$ cat src/rtl/brk_data_pkg.sv
package brk_data_pkg;
    typedef enum logic [1:0] {
        SP_MEM  = 2'b00,
        SP_IO8  = 2'b01,
        SP_IO16 = 2'b10,
        SP_RSV  = 2'b11
    } space_e;

    typedef enum logic [1:0] {
        CMP_OFF  = 2'b00,
        CMP_LO   = 2'b01,
        CMP_HI   = 2'b10,
        CMP_WORD = 2'b11
    } cond_e;

    typedef enum logic {
        LANE_UP = 1'b0,
        LANE_DN = 1'b1
    } lane_e;
endpackage

$ cat src/rtl/brk_lane_sel.sv
module brk_lane_sel
    import brk_data_pkg::*;
#(
    parameter int AW     = 24,
    parameter int N_SPEC = 2,
    parameter logic [N_SPEC-1:0][AW-1:0] SPEC_LO = {24'hFFFFB8, 24'hFFFF96},
    parameter logic [N_SPEC-1:0][AW-1:0] SPEC_HI = {24'hFFFFBB, 24'hFFFF97}
) (
    input  logic          clk,
    input  logic          rst,
    input  logic          word,
    input  logic [AW-1:0] addr,
    input  logic [1:0]    space,
    output lane_e         lane
);
    logic [N_SPEC-1:0] in_rng;
    logic              special;
    lane_e             by_par;

    for (genvar i = 0; i < N_SPEC; i++) begin : g_rng
        assign in_rng[i] = (addr >= SPEC_LO[i]) && (addr <= SPEC_HI[i]);
    end

    assign special = |in_rng;
    assign by_par  = addr[0] ? LANE_DN : LANE_UP;

    always_comb begin
        lane = LANE_UP;
        unique case (space_e'(space))
            SP_IO8:  lane = LANE_UP;
            SP_IO16: lane = (word || !special) ? by_par : LANE_UP;
            default: lane = word ? by_par : LANE_UP;
        endcase
    end

    // narrow I/O never uses the lower lane
    a_r7_io8_upper: assert property (@(posedge clk) disable iff (rst)
        (space == 2'b01) |-> (lane == LANE_UP));
    // memory byte access sits on the upper lane
    a_r6_mem_byte_upper: assert property (@(posedge clk) disable iff (rst)
        (!space[1] || space[0]) && !word |-> (lane == LANE_UP));
    // memory word access at odd address uses lower lane
    a_r6_mem_word_odd: assert property (@(posedge clk) disable iff (rst)
        (space != 2'b01) && (space != 2'b10) && word && addr[0] |-> (lane == LANE_DN));
endmodule

$ cat src/rtl/brk_data_match.sv
module brk_data_match
    import brk_data_pkg::*;
#(
    parameter int DW = 16,
    localparam int BW = DW / 2
) (
    input  logic          clk,
    input  logic          rst,
    input  logic [1:0]    cond,
    input  lane_e         lane,
    input  logic [DW-1:0] data,
    input  logic [DW-1:0] ref_v,
    output logic          hit
);
    logic [BW-1:0] lane_byte;
    logic [BW-1:0] ref_byte;

    assign lane_byte = (lane == LANE_DN) ? data[BW-1:0] : data[DW-1:BW];
    assign ref_byte  = (cond_e'(cond) == CMP_HI) ? ref_v[DW-1:BW] : ref_v[BW-1:0];

    always_comb begin
        hit = 1'b1;
        unique case (cond_e'(cond))
            CMP_OFF:  hit = 1'b1;
            CMP_WORD: hit = (data == ref_v);
            default:  hit = (lane_byte == ref_byte);
        endcase
    end

    // full-word mode match implies bus equals reference
    a_r5_word_exact: assert property (@(posedge clk) disable iff (rst)
        (cond == 2'b11) && hit |-> (data == ref_v));
    // byte mode match implies the chosen reference byte is on some lane
    a_r4_byte_present: assert property (@(posedge clk) disable iff (rst)
        (cond == 2'b10) && hit |-> (data[DW-1:BW] == ref_v[DW-1:BW]) || (data[BW-1:0] == ref_v[DW-1:BW]));
endmodule

$ cat src/rtl/brk_data_cmp.sv
module brk_data_cmp
    import brk_data_pkg::*;
#(
    parameter int AW = 24,
    parameter int DW = 16
) (
    input  logic          clk,
    input  logic          rst,
    input  logic          cfg_cond_we,
    input  logic [1:0]    cfg_cond_wd,
    input  logic          cfg_ref_we,
    input  logic [DW-1:0] cfg_ref_wd,
    output logic [1:0]    cfg_cond_rd,
    output logic [DW-1:0] cfg_ref_rd,
    input  logic          bus_valid,
    input  logic          bus_word,
    input  logic [AW-1:0] bus_addr,
    input  logic [1:0]    bus_space,
    input  logic [DW-1:0] bus_data,
    input  logic          addr_hit,
    output logic          data_hit,
    output logic          brk_req
);
    typedef struct packed {
        logic [1:0]    cond;
        logic [DW-1:0] ref_v;
        logic          brk;
    } state_t;

    state_t st_d, st_q;
    lane_e  lane;

    brk_lane_sel #(.AW(AW)) u_lane (
        .clk   (clk),
        .rst   (rst),
        .word  (bus_word),
        .addr  (bus_addr),
        .space (bus_space),
        .lane  (lane)
    );

    brk_data_match #(.DW(DW)) u_match (
        .clk   (clk),
        .rst   (rst),
        .cond  (st_q.cond),
        .lane  (lane),
        .data  (bus_data),
        .ref_v (st_q.ref_v),
        .hit   (data_hit)
    );

    always_comb begin
        st_d     = st_q;
        if (cfg_cond_we) st_d.cond  = cfg_cond_wd;
        if (cfg_ref_we)  st_d.ref_v = cfg_ref_wd;
        st_d.brk = bus_valid && addr_hit && data_hit;
    end

    always_ff @(posedge clk) begin
        if (rst) st_q <= '0;
        else     st_q <= st_d;
    end

    assign cfg_cond_rd = st_q.cond;
    assign cfg_ref_rd  = st_q.ref_v;
    assign brk_req     = st_q.brk;

    // reset clears configuration and request
    a_r1_reset_clear: assert property (@(posedge clk)
        rst |=> (cfg_cond_rd == 2'b00) && (cfg_ref_rd == '0) && !brk_req);
    // disabled comparison always matches
    a_r3_off_true: assert property (@(posedge clk) disable iff (rst)
        (cfg_cond_rd == 2'b00) |-> data_hit);
    // qualified cycle raises the request next clock
    a_r10_req_follows: assert property (@(posedge clk) disable iff (rst)
        bus_valid && addr_hit && data_hit |=> brk_req);
    // no request without valid address hit
    a_r10_req_gated: assert property (@(posedge clk) disable iff (rst)
        !(bus_valid && addr_hit) |=> !brk_req);
    // written condition visible next clock
    a_r2_cond_wr: assert property (@(posedge clk) disable iff (rst)
        cfg_cond_we |=> (cfg_cond_rd == $past(cfg_cond_wd)));
endmodule

$ cat config.mk
export PLATFORM = sky130hd
export DESIGN_NAME = brk_data_cmp
export DESIGN_NICKNAME = d
export VERILOG_FILES = /design/src/rtl/brk_data_pkg.sv /design/src/rtl/brk_lane_sel.sv /design/src/rtl/brk_data_match.sv /design/src/rtl/brk_data_cmp.sv
export SDC_FILE = /design/constraint.sdc
export NUM_CORES = 1
export LEC_CHECK = 0
export BUFFER_PORTS_ARGS = -buffer_cell sky130_fd_sc_hd__buf_2
export CAP_MARGIN = 20
export CORE_UTILIZATION = 30
export CTS_CLUSTER_DIAMETER = 40
export CTS_CLUSTER_SIZE = 20
export DETAILED_ROUTE_END_ITERATION = 6
export GPL_ROUTABILITY_DRIVEN = 0
export GPL_TIMING_DRIVEN = 0
export SKIP_LAST_GASP = 1
export SLEW_MARGIN = 20
export SYNTH_ARGS = -nofsm -noshare
export SYNTH_HDL_FRONTEND = slang
export SYNTH_HIERARCHICAL = 1
export SYNTH_SLANG_ARGS = --single-unit
$ cat constraint.sdc
create_clock -name clk -period 3.8 [get_ports clk]
set_clock_uncertainty 0.05 [all_clocks]
set_input_delay 0.38 -clock clk [delete_from_list [all_inputs] [get_ports clk]]
set_output_delay 0.38 -clock clk [all_outputs]
set_load 0.01 [all_outputs]
==> run metrics <==
crit-path cells buf_2 -> nand4b_1 -> or3_1 -> o311a_1 -> buf_6 -> mux2i_1 -> xor2_1 -> nor4_1 -> nand2_1 -> a21oi_1 -> buf_2; Initial Util 31.5%; GR Layer Usage met2 25.0%; CTS resizes 0; VDD IR max 0.149 mV; cts bufs inserted 3; critical path's largest stage delay 0.37 ns; All-Layer GR Usage 15.5%; largest net degree at the start of global routing 11; drt wl/cell 12.8 µm; clock slew at reported path FFs 0.07 ns; Max Slew Vio Count 0; synthesis-stage register bit count 19; outcome complete, no violations; Max FO, Critical Path 8; vias per cell 4.71; Post-Syn Area per Cell 9.76 µm²; Tcrit/Tclk final 82.2%; synthesized cell area 1280 µm²; 1st-iter DRT viols 25; core outline area 4060 µm²; Synth Warn # 6; FF-to-FF setup slack 1.71 ns; met3 Resource Use GR 3.55%; I/O Buffers 84; Startpoint Class input pin; PwrDens 286 nW/µm²; maxcap violations 0; CTS tree yes; final core occ 44.5%; clock latency at the later pin of the worst-skew pair 0.26 ns; measured slew at the worst slew-check pin 0.314 ns; RSZ-0062 raised after global routing false; Setup-failing EPs final 0; CP dominant cell by count buf_2; post-CTS setup buffers 0; Syn Nets 201; top cells by area, synth dfxtp_1 30%, mux2i_1 27%, xnor2_1 11%, nor2_1 5.6%, xor2_1 5.5%; Synth top area share 29.7%; Area Overhead vs Synth 41.3%; n_diodes 0; slowest CP cell or3_1; die width 67.3 µm; Final Hold Fails 0; TNS Setup 0 ns; Layout Nets 290; Fillers 419; # hold bufs at CTS 0; Worst Path Buf+Inv 3; Max Fclk 320 MHz; die height 67.3 µm; cell family with the largest share of critical-path delay simple AND/OR/NAND/NOR gates; largest area contributor in the netlist dfxtp_1; Cell variety after synth 25; hpwl dp 2.73 mm; cell count after synthesis 131; DRT Pass-1 Iters 3; met1 Resource Use GR 19.6%; CTS root buf clkbuf_8; Ports 87; vias in the first global route 1181; layer with the highest usage met2; WS Path Type input pin to output pin; Leakage 0.868 nW; clock buffer depth 2; WP data required 3.37 ns; clk sink count 19; Seq/Total Area, Yosys 29.7%; CP arrival 2.69 ns; Tightest Hold Check Type input pin to flip-flop; drc violations 0; CTS HTree Levels 1; grt ovf 0; fraction of layout cells with a size suffix above 1 42.9%; critical path endpoint category output pin; Via Count 1268; initial antenna violation count 0; first-pass GRT wire length 5.19 mm; # rows 23; Die ar. 4530 µm²; Tmin final 3.12 ns; Post-Route WL 3.44 mm; post-route ant nets 0; worst rel slew slack 78.9%
[cells by family after synthesis]
family	share of synthesized area (%)
XOR/XNOR	16.4
adder cells (fa/ha/maj)	3.72
AND/OR/NAND/NOR	15.1
multiplexers	26.6
buffers and inverters	5.87
flip-flops	29.7
AO/OA/AOI/OAI	2.54
[Yosys cell counts]
library cell,n
xor2_1,8
o311a_1,1
or2_2,1
nand3b_1,1
nand3_1,1
buf_12,1
or3_1,1
nor2_1,19
a21oi_1,1
and3b_1,1
mux2i_1,34
ha_1,3
xnor2_1,16
a311oi_1,1
buf_2,2
a41oi_1,1
inv_1,3
nand4b_1,2
dfxtp_1,19
and4b_1,1
maj3_1,1
nand4_1,6
nand2_1,1
buf_6,3
nor4_1,3
[power breakdown]
group          total (W)  switching [W]  internal [W]
logic           0.000147      0.0000665     0.0000805
registers       0.000224      0.0000136      0.000211
clock network   0.000144      0.0000699     0.0000746
total           0.000516       0.000150      0.000366
[worst reg2reg max path, stage by stage, from the launching register on]
cell and delay (ns):
dfxtp_1 0.37, inv_1 0.08, ha_1 0.21, buf_6 0.15, mux2i_1 0.13, xor2_1 0.16
nor4_1 0.35, nand2_1 0.11, a21oi_1 0.21, and4b_1 0.21
[final cells by class]
type                       count  area (µm²)  share of cell area (%)
buffer                         6        63.8                    3.53
sequential                    19         380                    21.1
multi-input combinational    103         823                    45.6
inverter                       3        11.3                   0.623
tap                           50        62.6                    3.46
clock buffer                   4        45.0                    2.49
timing repair buffer          84         420                    23.3
[final timing paths]
path	startpoint	endpoint	cells past startpoint
min	cfg_ref_wd[0]	cfg_ref_rd[0]	3
max	bus_addr[6]	data_hit	11
max reg2reg	cfg_cond_rd[0]	brk_req	9
min reg2reg	cfg_ref_rd[13]	cfg_ref_rd[13]	2
[registers in the layout (all words and copies together), names as in the netlist]
signal,flops
cfg_ref_rd,16
brk_req,1
cfg_cond_rd,2
[metal layers]
metal | part of all wire [%] | wire length [µm]
met5 | 0 | 0
met4 | 0.41 | 14
met3 | 9.6 | 330
met2 | 45 | 1560
met1 | 44 | 1530
[layout by cell type, fill, tap and decap left out, types with 6 or more instances in the layout]
cell / netlist / final
buf_2: 2 / 86
mux2i_1: 34 / 34
nor2_1: 19 / 19
dfxtp_1: 19 / 19
xnor2_1: 16 / 16
xor2_1: 8 / 8
nand4_1: 6 / 6
[through the flow]
stage | hold slack, ns | power (W) | cell area (µm²) | std cells | setup WS, ns
5_1_grt | 0.316 | 0.000548 | 1810 | 269 | 0.473
6_report | 0.305 | 0.000516 | 1810 | 269 | 0.676
3_3_place_gp | 0.495 | 0.000375 | 1760 | 265 | 0.706
4_1_cts | 0.299 | 0.000521 | 1810 | 269 | 0.694
2_1_floorplan | 0.477 | 0.000312 | 1280 | 131 | 1.15
3_5_place_dp | 0.498 | 0.000376 | 1760 | 265 | 0.711
Power figures use the tool's default switching activity.
